File: config.mk
export PLATFORM = sky130hd
export DESIGN_NAME = spi_access_ctrl
export DESIGN_NICKNAME = d
export VERILOG_FILES = /design/src/rtl/spi_access_ctrl.sv
export SDC_FILE = /design/constraint.sdc
export NUM_CORES = 1
export LEC_CHECK = 0
export ABC_AREA = 0
export BUFFER_PORTS_ARGS = -buffer_cell sky130_fd_sc_hd__buf_4
export CAP_MARGIN = 20
export CORE_UTILIZATION = 30
export CTS_BUF_LIST = sky130_fd_sc_hd__clkbuf_8 sky130_fd_sc_hd__clkbuf_16
export DETAILED_ROUTE_END_ITERATION = 12
export MAX_ROUTING_LAYER = met4
export PLACE_DENSITY = 0.52
export SYNTH_ARGS = -nofsm -noshare
export SYNTH_HDL_FRONTEND = slang
export SYNTH_SLANG_ARGS = --single-unit
File: constraint.sdc
create_clock -name clk -period 3.8 [get_ports clk]
set_clock_uncertainty 0.2 [all_clocks]
set_input_delay 0.19 -clock clk [delete_from_list [all_inputs] [get_ports clk]]
set_output_delay 0.19 -clock clk [all_outputs]
set_load 0.01 [all_outputs]
File: src/rtl/spi_access_ctrl.sv
module spi_access_ctrl #(
  parameter logic [5:0] FIFO_ADDR = 6'h3E,
  parameter logic [5:0] NOP_ADDR  = 6'h00
) (
  input  logic        clk,
  input  logic        rst_n,
  input  logic        sclk,
  input  logic        cs_n,
  input  logic        si,
  output logic        so,
  output logic        so_oe,
  input  logic [7:0]  status_in,
  output logic [5:0]  reg_addr,
  output logic [15:0] reg_wdata,
  output logic        reg_we,
  output logic        reg_re,
  input  logic [15:0] reg_rdata,
  output logic [8:0]  ram_addr,
  output logic [7:0]  ram_wdata,
  output logic        ram_we,
  output logic        ram_re,
  input  logic [7:0]  ram_rdata,
  output logic [7:0]  fifo_wdata,
  output logic        fifo_push
);

  typedef enum logic [2:0] {
    S_CMD, S_REG_HI, S_REG_LO, S_RAM_BANK, S_RAM_DATA, S_FIFO, S_DONE
  } state_t;

  logic [2:0] sclk_q, cs_q;
  logic [1:0] si_q;
  state_t     state;
  logic [2:0] cnt;
  logic [6:0] rx;
  logic [7:0] tx, wr_hi, rd_lo;
  logic [6:0] ram_lo;
  logic       is_read, ro_q, inc_pend;

  wire sclk_rise = sclk_q[1] & ~sclk_q[2];
  wire sclk_fall = ~sclk_q[1] & sclk_q[2];
  wire cs_act    = ~cs_q[1];
  wire cs_start  = cs_act & cs_q[2];
  wire [7:0] byte_in = {rx, si_q[1]};

  assign so = tx[7];

  always_ff @(posedge clk or negedge rst_n) begin
    if (!rst_n) begin
      sclk_q <= '0;
      cs_q   <= '1;
      si_q   <= '0;
    end else begin
      sclk_q <= {sclk_q[1:0], sclk};
      cs_q   <= {cs_q[1:0], cs_n};
      si_q   <= {si_q[0], si};
    end
  end

  always_ff @(posedge clk or negedge rst_n) begin
    if (!rst_n) begin
      state <= S_CMD;  cnt <= '0;  rx <= '0;  tx <= '0;
      wr_hi <= '0;  rd_lo <= '0;  ram_lo <= '0;
      is_read <= 1'b0;  ro_q <= 1'b0;  inc_pend <= 1'b0;
      so_oe <= 1'b0;
      reg_addr <= '0;  reg_wdata <= '0;  reg_we <= 1'b0;  reg_re <= 1'b0;
      ram_addr <= '0;  ram_wdata <= '0;  ram_we <= 1'b0;  ram_re <= 1'b0;
      fifo_wdata <= '0;  fifo_push <= 1'b0;
    end else begin
      reg_we <= 1'b0;  reg_re <= 1'b0;
      ram_we <= 1'b0;  ram_re <= 1'b0;
      fifo_push <= 1'b0;
      so_oe <= cs_act;

      if (inc_pend) begin
        ram_addr <= ram_addr + 9'd1;
        ram_re   <= 1'b1;
        inc_pend <= 1'b0;
      end

      if (!cs_act) begin
        state <= S_CMD;
        cnt   <= '0;
        tx    <= '0;
      end else begin
        if (cs_start) begin
          tx <= status_in;
        end else if (sclk_fall) begin
          if (cnt == 3'd0) begin
            case (state)
              S_REG_HI: begin
                tx    <= is_read ? reg_rdata[15:8] : 8'h00;
                rd_lo <= reg_rdata[7:0];
              end
              S_REG_LO:   tx <= is_read ? rd_lo : 8'h00;
              S_RAM_DATA: tx <= ram_rdata;
              S_FIFO:     tx <= status_in;
              default:    tx <= 8'h00;
            endcase
          end else begin
            tx <= {tx[6:0], 1'b0};
          end
        end

        if (sclk_rise) begin
          cnt <= cnt + 3'd1;
          rx  <= byte_in[6:0];
          if (cnt == 3'd7) begin
            case (state)
              S_CMD: begin
                if (byte_in[7]) begin
                  ram_lo <= byte_in[6:0];
                  state  <= S_RAM_BANK;
                end else begin
                  reg_addr <= byte_in[5:0];
                  is_read  <= byte_in[6];
                  if (byte_in[5:0] == NOP_ADDR) begin
                    state <= S_DONE;
                  end else if (!byte_in[6] && byte_in[5:0] == FIFO_ADDR) begin
                    state <= S_FIFO;
                  end else begin
                    state  <= S_REG_HI;
                    reg_re <= byte_in[6];
                  end
                end
              end
              S_REG_HI: begin
                wr_hi <= byte_in;
                state <= S_REG_LO;
              end
              S_REG_LO: begin
                if (!is_read) begin
                  reg_we    <= 1'b1;
                  reg_wdata <= {wr_hi, byte_in};
                end
                state <= S_DONE;
              end
              S_RAM_BANK: begin
                ram_addr <= {byte_in[7:6], ram_lo};
                ro_q     <= byte_in[5];
                ram_re   <= 1'b1;
                state    <= S_RAM_DATA;
              end
              S_RAM_DATA: begin
                if (!ro_q) begin
                  ram_we    <= 1'b1;
                  ram_wdata <= byte_in;
                end
                inc_pend <= 1'b1;
              end
              S_FIFO: begin
                fifo_push  <= 1'b1;
                fifo_wdata <= byte_in;
              end
              default: ;
            endcase
          end
        end
      end
    end
  end


  strobes_onehot_chk: assert property (@(posedge clk) disable iff (!rst_n)
    $onehot0({reg_we, ram_we, fifo_push}));


  reg_we_pulse_chk: assert property (@(posedge clk) disable iff (!rst_n)
    reg_we |=> !reg_we);


  fifo_pulse_chk: assert property (@(posedge clk) disable iff (!rst_n)
    fifo_push |=> !fifo_push);


  ram_next_addr_chk: assert property (@(posedge clk) disable iff (!rst_n)
    ram_we |=> (ram_re && ram_addr == $past(ram_addr) + 9'd1));


  ram_ro_chk: assert property (@(posedge clk) disable iff (!rst_n)
    ram_we |-> !ro_q);


  so_off_chk: assert property (@(posedge clk) disable iff (!rst_n)
    !cs_act |=> !so_oe);

endmodule

==> qor.yml, run 1 <==
die:
  fp.dieH_um: 128
  core_area_sq_um: 15400
  die-area_sq_um: 16400
  num_rows: 45
  start_util_pct: 31.1
  io-pin-count: 91
  die_x_um: 128
clock_network:
  cts_buffers: 9
  clkSlewWorstSetupHoldPaths_ps: 70
  cts_tree: "yes"
  clockRootBuffer: "clkbuf_16"
  cts-resized-gates: 0
  cts-hold-fix-buffers: 13
  clock_sinks: 108
  cts_buffer_depth: 2
  cts-htree-levels: 3
  cts_setup_buffers: 0
  clock_latency_ps: 340
synthesis:
  syn-num-nets: 418
  syn_inst: 377
  ys_seq_area_share_pct: 56.7
  synthDistinctLibCells: 46
  synth-seq-cells: 108
  yosysTopAreaCellShare_pct: 55.0
  avgSynthCellArea_sq_um: 12.7
  synth_edf_count: 0
  synth_area_leaders: "dfrtp_1, mux2_2, mux2_4"
  yosysWarnings: 0
  synth-async-reset-ratio_pct: 100
  syn-cell-area_sq_um: 4780
  synth_top_area_cell: "dfrtp_1"
  ys.flop_type: "dfrtp_1"
place:
  dpl.hpwl_mm: 7.84
  gp_congestion: 0.835
  dpl.cell_count: 658
  io_buffers: 90
  place_ws_ps: 1330
sta:
  final_hold_viol_count: 0
  report.final.slew_viol_count: 0
  setup_violations: 0
  worstMarginPinSlew_ps: 925
  layout_setup_ws_ps: 1330
  setup_tns_ps: 0
  fmax_ghz: 0.405
  finalCriticalPeriod_ps: 2470
  fin_crit_sh_pct: 65.0
  rsz0062_at_grt: "no"
  max_slew_margin_pct: 37.9
global_routing:
  grt_overflow_total: 0
  grt_pass1_wl_mm: 17.8
  grt_usage_pct: 14.4
  grt_max_degree: 63
  grt_pass1_vias: 3426
  antenna_found_initial: 0
pwr:
  peakVddDrop_v: 0.000229
  leakagePower_uw: 0.00291
  powerDensity_nw_per_um2: 389
  total_power_uw: 2350
run:
  drv_cap: 0
detailed_routing:
  drcViolationCount: 0
  m1WireLength_mm: 5.05
  dr.pass1.iters: 4
  vias_per_cell: 4.79
  post_drt_wl_per_cell_um: 16.2
  drt-total-wl_mm: 11.1
  drtAntennaViolNets: 0
  highest_layer: "met4"
  wl_met3_um: 322
  drt_iter0_markers: 205
  route.met2.wl_mm: 5.54
  dr_total_vias: 3284
layout:
  syn_to_final_growth_pct: 26.6
  diodes: 0
  final_cells: 686
  final_nets: 512
  drive_above_1_share_pct: 39.4
  finalCoreUtilization_pct: 39.3
  fillers: 1506
hold_path:
  hp-class: "input port to flop"
worst_setup_path:
  worstPathMaxFanout: 17
  critPathRequiredTime_ps: 3830
  worstSetupPathType: "flop to flop"
  cp.arrival_ps: 2500
  critPathLaunchType: "flop"
  crit_path_end_kind: "flop"
outcome:
  outcome: "finished clean"
-- layout make-up --
cell class | count | area (sq um) | area share (%)
Sequential cell | 108 | 2710 | 44.8
Multi-Input combinational cell | 227 | 1870 | 31.0
Timing Repair Buffer | 108 | 863 | 14.3
Tap cell | 211 | 264 | 4.37
Clock buffer | 9 | 225 | 3.73
Inverter | 17 | 63.8 | 1.06
Clock inverter | 6 | 48.8 | 0.807
-- path summary, 6_finish.rpt --
| kind | startpoint | endpoint | slack (ps) | cells past startpoint |
|---|---|---|---|---|
| min | ram_rdata[5] | tx[5] | 70 | 4 |
| min in group asynchronous | rst_n | ram_wdata[4] | 110 | 2 |
| max in group asynchronous | rst_n | reg_wdata[14] | 2330 | 4 |
| min reg2reg | cs_q[0] | cs_q[1] | 160 | 0 |
| max reg2reg | state[0] | wr_hi[4] | 1330 | 5 |
| max | state[0] | wr_hi[4] | 1330 | 5 |
-- state kept, by name, indices dropped and copies added (netlist names), 2 cells and up --
| signal | count |
|---|---|
| sclk_q | 3 |
| wr_hi | 8 |
| rd_lo | 8 |
| ram_wdata | 8 |
| reg_addr | 6 |
| state | 3 |
| ram_addr | 9 |
| si_q | 2 |
| tx | 8 |
| ram_lo | 7 |
| fifo_wdata | 8 |
| cs_q | 3 |
| reg_wdata | 16 |
| cnt | 3 |
| rx | 7 |
-- worst max-delay path, stage by stage (launching register included) --
cell     delay, ps
dfrtp_1        330
buf_4          250
nor2b_1        500
and2_1         270
nand3_1        380
mux2_2         410
-- cell usage in the layout (no fill, tap or decap), types with 2 or more instances in the layout --
cell type,instances
nor4_1,8
inv_1,17
nand2b_1,2
mux2i_1,10
mux2_2,61
buf_4,94
clkinvlp_4,2
mux2_4,7
a22oi_1,8
nand3_1,5
dfstp_2,3
dfrtp_1,105
and3_1,5
o22ai_1,8
nand2_1,18
clkbuf_16,9
dlygate4sd3_1,13
o21ai_0,12
nand4_1,3
a21o_1,8
o32ai_1,8
nor2b_1,12
nor3_1,2
a21oi_1,9
xnor2_1,6
ha_1,4
xor2_1,4
nor2_1,11
-- power breakdown --
part / internal [uW] / switching (uW) / leakage (uW)
Combinational: 86.9 / 78.5 / 0.00133
Sequential: 1190 / 117 / 0.00145
Clock: 448 / 431 / 0.000130
-- cells by family after synthesis --
kind of cell | synth area share [%]
DFF | 56.7
muxes | 18.7
and+or+nand+nor | 9.38
AOI/OAI and AO/OA | 8.31
buffers and inverters | 4.09
xor gates and xnor gates | 1.83
adders and majority gates | 1.05
-- Yosys cell counts, types with 8 or more instances --
cell type  count
o22ai_1        8
nor2_1        11
nor4_1         8
nor2b_1       12
o21ai_0       12
mux2i_1       10
nand2_1       18
inv_1         17
clkbuf_1      14
dfrtp_1      105
a22oi_1        8
a21oi_1        9
a21o_1         8
mux2_2        61
o32ai_1        8
-- per-layer routing --
layer	track usage [%]	vias to the layer above
li1	-	1529
met1	18.0	1666
met2	23.4	73
met3	2.46	16
met4	5.47	0
met5	-	-
-- per-stage QoR --
step | hold WS, ps | instance area, sq um
final | 73.2 | 6050
after global routing | 84.1 | 6050
after CTS | 65.6 | 6050
after detailed placement | -55.8 | 5640
after global placement | 99.7 | 5610
after floorplan | -306 | 4780
Note: power is estimated with default switching activity, not from simulation.
==> run 2, diff against run 1 <==
clock period = 2.5 ns   (was 3.8 ns; I/O delays follow)
==> run 2 against run 1 <==
Design area increased by 1.5%. Worst hold slack got worse by 57 ps. Register-to-register slack got worse by 1100 ps. Worst setup slack got worse by 1100 ps. Utilization increased by 0.58 points. Maximum frequency increased by 8.0%. Combinational power increased by 87%. Non-clock buffer count increased by 11. Global-route usage increased by 0.23 points. Critical path depth increased by 1.
==> qor.yml, run 2 (synthesized netlist as in run 1, its figures left out) <==
place:
  dpl.hpwl_mm: 7.80  # was 7.84 mm
  io_buffers: 90  # unchanged
  gp_congestion: 0.812  # was 0.835
worst_setup_path:
  path_delay_family: "simple AND/OR/NAND/NOR gates"  # unchanged
  worstSetupPathType: "flop to flop"  # unchanged
  critPathLaunchType: "flop"  # unchanged
  cp_slowest_cell: "and3_1"  # was nor2b_1
  cp.arrival_ps: 2320  # was 2500 ps
  r2r_slack_ps: 210  # was 1330 ps
  worstPathCellList: "ha_1 > ha_1 > nand4bb_4 > nor2_1 > and3_1 > mux2_2"  # was buf_4 > nor2b_1 > and2_1 > nand3_1 > mux2_2
  crit_path_end_kind: "flop"  # unchanged
  critPathRequiredTime_ps: 2530  # was 3830 ps
  cp.buffers_inverters: 0  # was 1
  critPathMostFrequentCell: "ha_1"
  worstPathMaxFanout: 8  # was 17
  max_stage_delay_ps: 440  # was 500 ps
detailed_routing:
  post_drt_wl_per_cell_um: 15.9  # was 16.2 um
  dr.pass1.iters: 4  # unchanged
  drcViolationCount: 0  # unchanged
  drt_iter0_markers: 119  # was 205
  vias_per_cell: 4.69  # was 4.79
  dr_total_vias: 3275  # was 3284
  drt-total-wl_mm: 11.1  # about the same
  drtAntennaViolNets: 0  # unchanged
outcome:
  outcome: "finished clean"  # unchanged
clock_network:
  clkSlewWorstSetupHoldPaths_ps: 70  # about the same
  cts_buffer_depth: 2  # unchanged
  cts_setup_buffers: 0  # unchanged
  clockRootBuffer: "clkbuf_16"  # unchanged
  cts-htree-levels: 3  # unchanged
  clock_sinks: 108  # unchanged
  cts_tree: "yes"  # unchanged
  cts_buffers: 9  # unchanged
  clock_latency_ps: 350  # was 340 ps
layout:
  drive_above_1_share_pct: 40.0  # was 39.4%
  final_common_cell: "dfrtp_1"  # unchanged
  largest_reg_flops: 16  # unchanged
  diodes: 0  # unchanged
  final_cell_mix: "dfrtp_1, buf_4, mux2_2"  # unchanged
  regMostFlops: "reg_wdata"  # unchanged
  syn_to_final_growth_pct: 28.5  # was 26.6%
  final_nets: 523  # was 512
  reg.largest.list: "reg_wdata: 16 flops, ram_addr: 9 flops"  # unchanged
global_routing:
  grt_overflow_total: 0  # unchanged
  grt_usage_pct: 14.6  # was 14.4%
  grt_pass1_wl_mm: 17.9  # was 17.8 mm
  grt_max_degree: 46  # was 63
  grt_pass1_vias: 3435  # was 3426
  antenna_found_initial: 0  # unchanged
die:
  start_util_pct: 31.1  # unchanged
  io-pin-count: 91  # unchanged
  core_area_sq_um: 15400  # unchanged
  die-area_sq_um: 16400  # unchanged
  die_x_um: 128  # unchanged
  num_rows: 45  # unchanged
  fp.dieH_um: 128  # unchanged
pwr:
  peakVddDrop_v: 0.000357  # was 0.000229 V
  leakagePower_uw: 0.00296  # was 0.00291 uW
  powerDensity_nw_per_um2: 586  # was 389 nW/um^2
sta:
  setup_tns_ps: 0  # unchanged
  fmax_ghz: 0.437  # was 0.405 GHz
  worstMarginPinSlew_ps: 604  # was 925 ps
  final_hold_viol_count: 0  # unchanged
  timing.hold.ws_ps: 16.6  # was 73.2 ps
  fin_crit_sh_pct: 91.5  # was 65.0%
  report.final.slew_viol_count: 0  # unchanged
  setup_violations: 0  # unchanged
  rsz0062_at_grt: "no"  # unchanged
  max_slew_margin_pct: 59.4  # was 37.9%
  finalCriticalPeriod_ps: 2290  # was 2470 ps
hold_path:
  hp-class: "input port to flop"  # unchanged
run:
  drv_cap: 0  # unchanged
## run 2: timing repair
item                      in CTS  in global routing
resized for setup              0                  0
hold endpoints to repair      89                  0
hold buffers                  16                  0
## run 2: metrics by stage
stage	cell area, sq um	power, uW	setup slack (ps)	instances	utilization [%]
detailed placement	5690	2280	205	666	37.0
global placement	5690	2270	221	666	37.0
floorplan	4780	2080	249	377	-
global route	6130	3750	1.69	698	39.9
CTS	6130	3650	191	698	39.9
finish	6130	3590	211	698	39.9
## run 2: tightest hold or removal path: cells and delay by family
family                 cells  cell delay (ps)
AO/OA/AOI/OAI              2              280
multiplexers               1               50
buffers and inverters      1               80
## run 2: per-layer routing
layer | vias to the layer above | GRT usage [%] | share of wire (%)
met5 | - | - | 0
met4 | 0 | 6.99 | 2.4
met3 | 19 | 3.01 | 2.9
met2 | 65 | 22.8 | 49
met1 | 1640 | 18.2 | 45
li1 | 1551 | - | -
## run 2: final timing paths
| check | from | depth (start not counted) | to |
|---|---|---|---|
| max | cnt[0] | 6 | is_read |
| min | ram_rdata[4] | 4 | tx[4] |
| max reg2reg | cnt[0] | 6 | is_read |
| min reg2reg | sclk_q[0] | 0 | sclk_q[1] |
| max in group asynchronous | rst_n | 3 | ram_re |
| min in group asynchronous | rst_n | 2 | fifo_push |
## run 2: cell type report
class | instances | area, sq um
clock buffers | 10 | 239
fillers | 1494 | 9240
flip-flops and latches | 108 | 2710
inverters | 17 | 63.8
repair buffers | 119 | 946
clock inverters | 6 | 41.3
multi-input cells | 227 | 1870
well taps | 211 | 264
## run 2: where the power goes
| group | switching [uW] | total, uW | internal (uW) |
|---|---|---|---|
| logic | 157 | 309 | 152 |
| registers | 141 | 1950 | 1810 |
| clock network | 632 | 1330 | 701 |
| total | 930 | 3590 | 2670 |
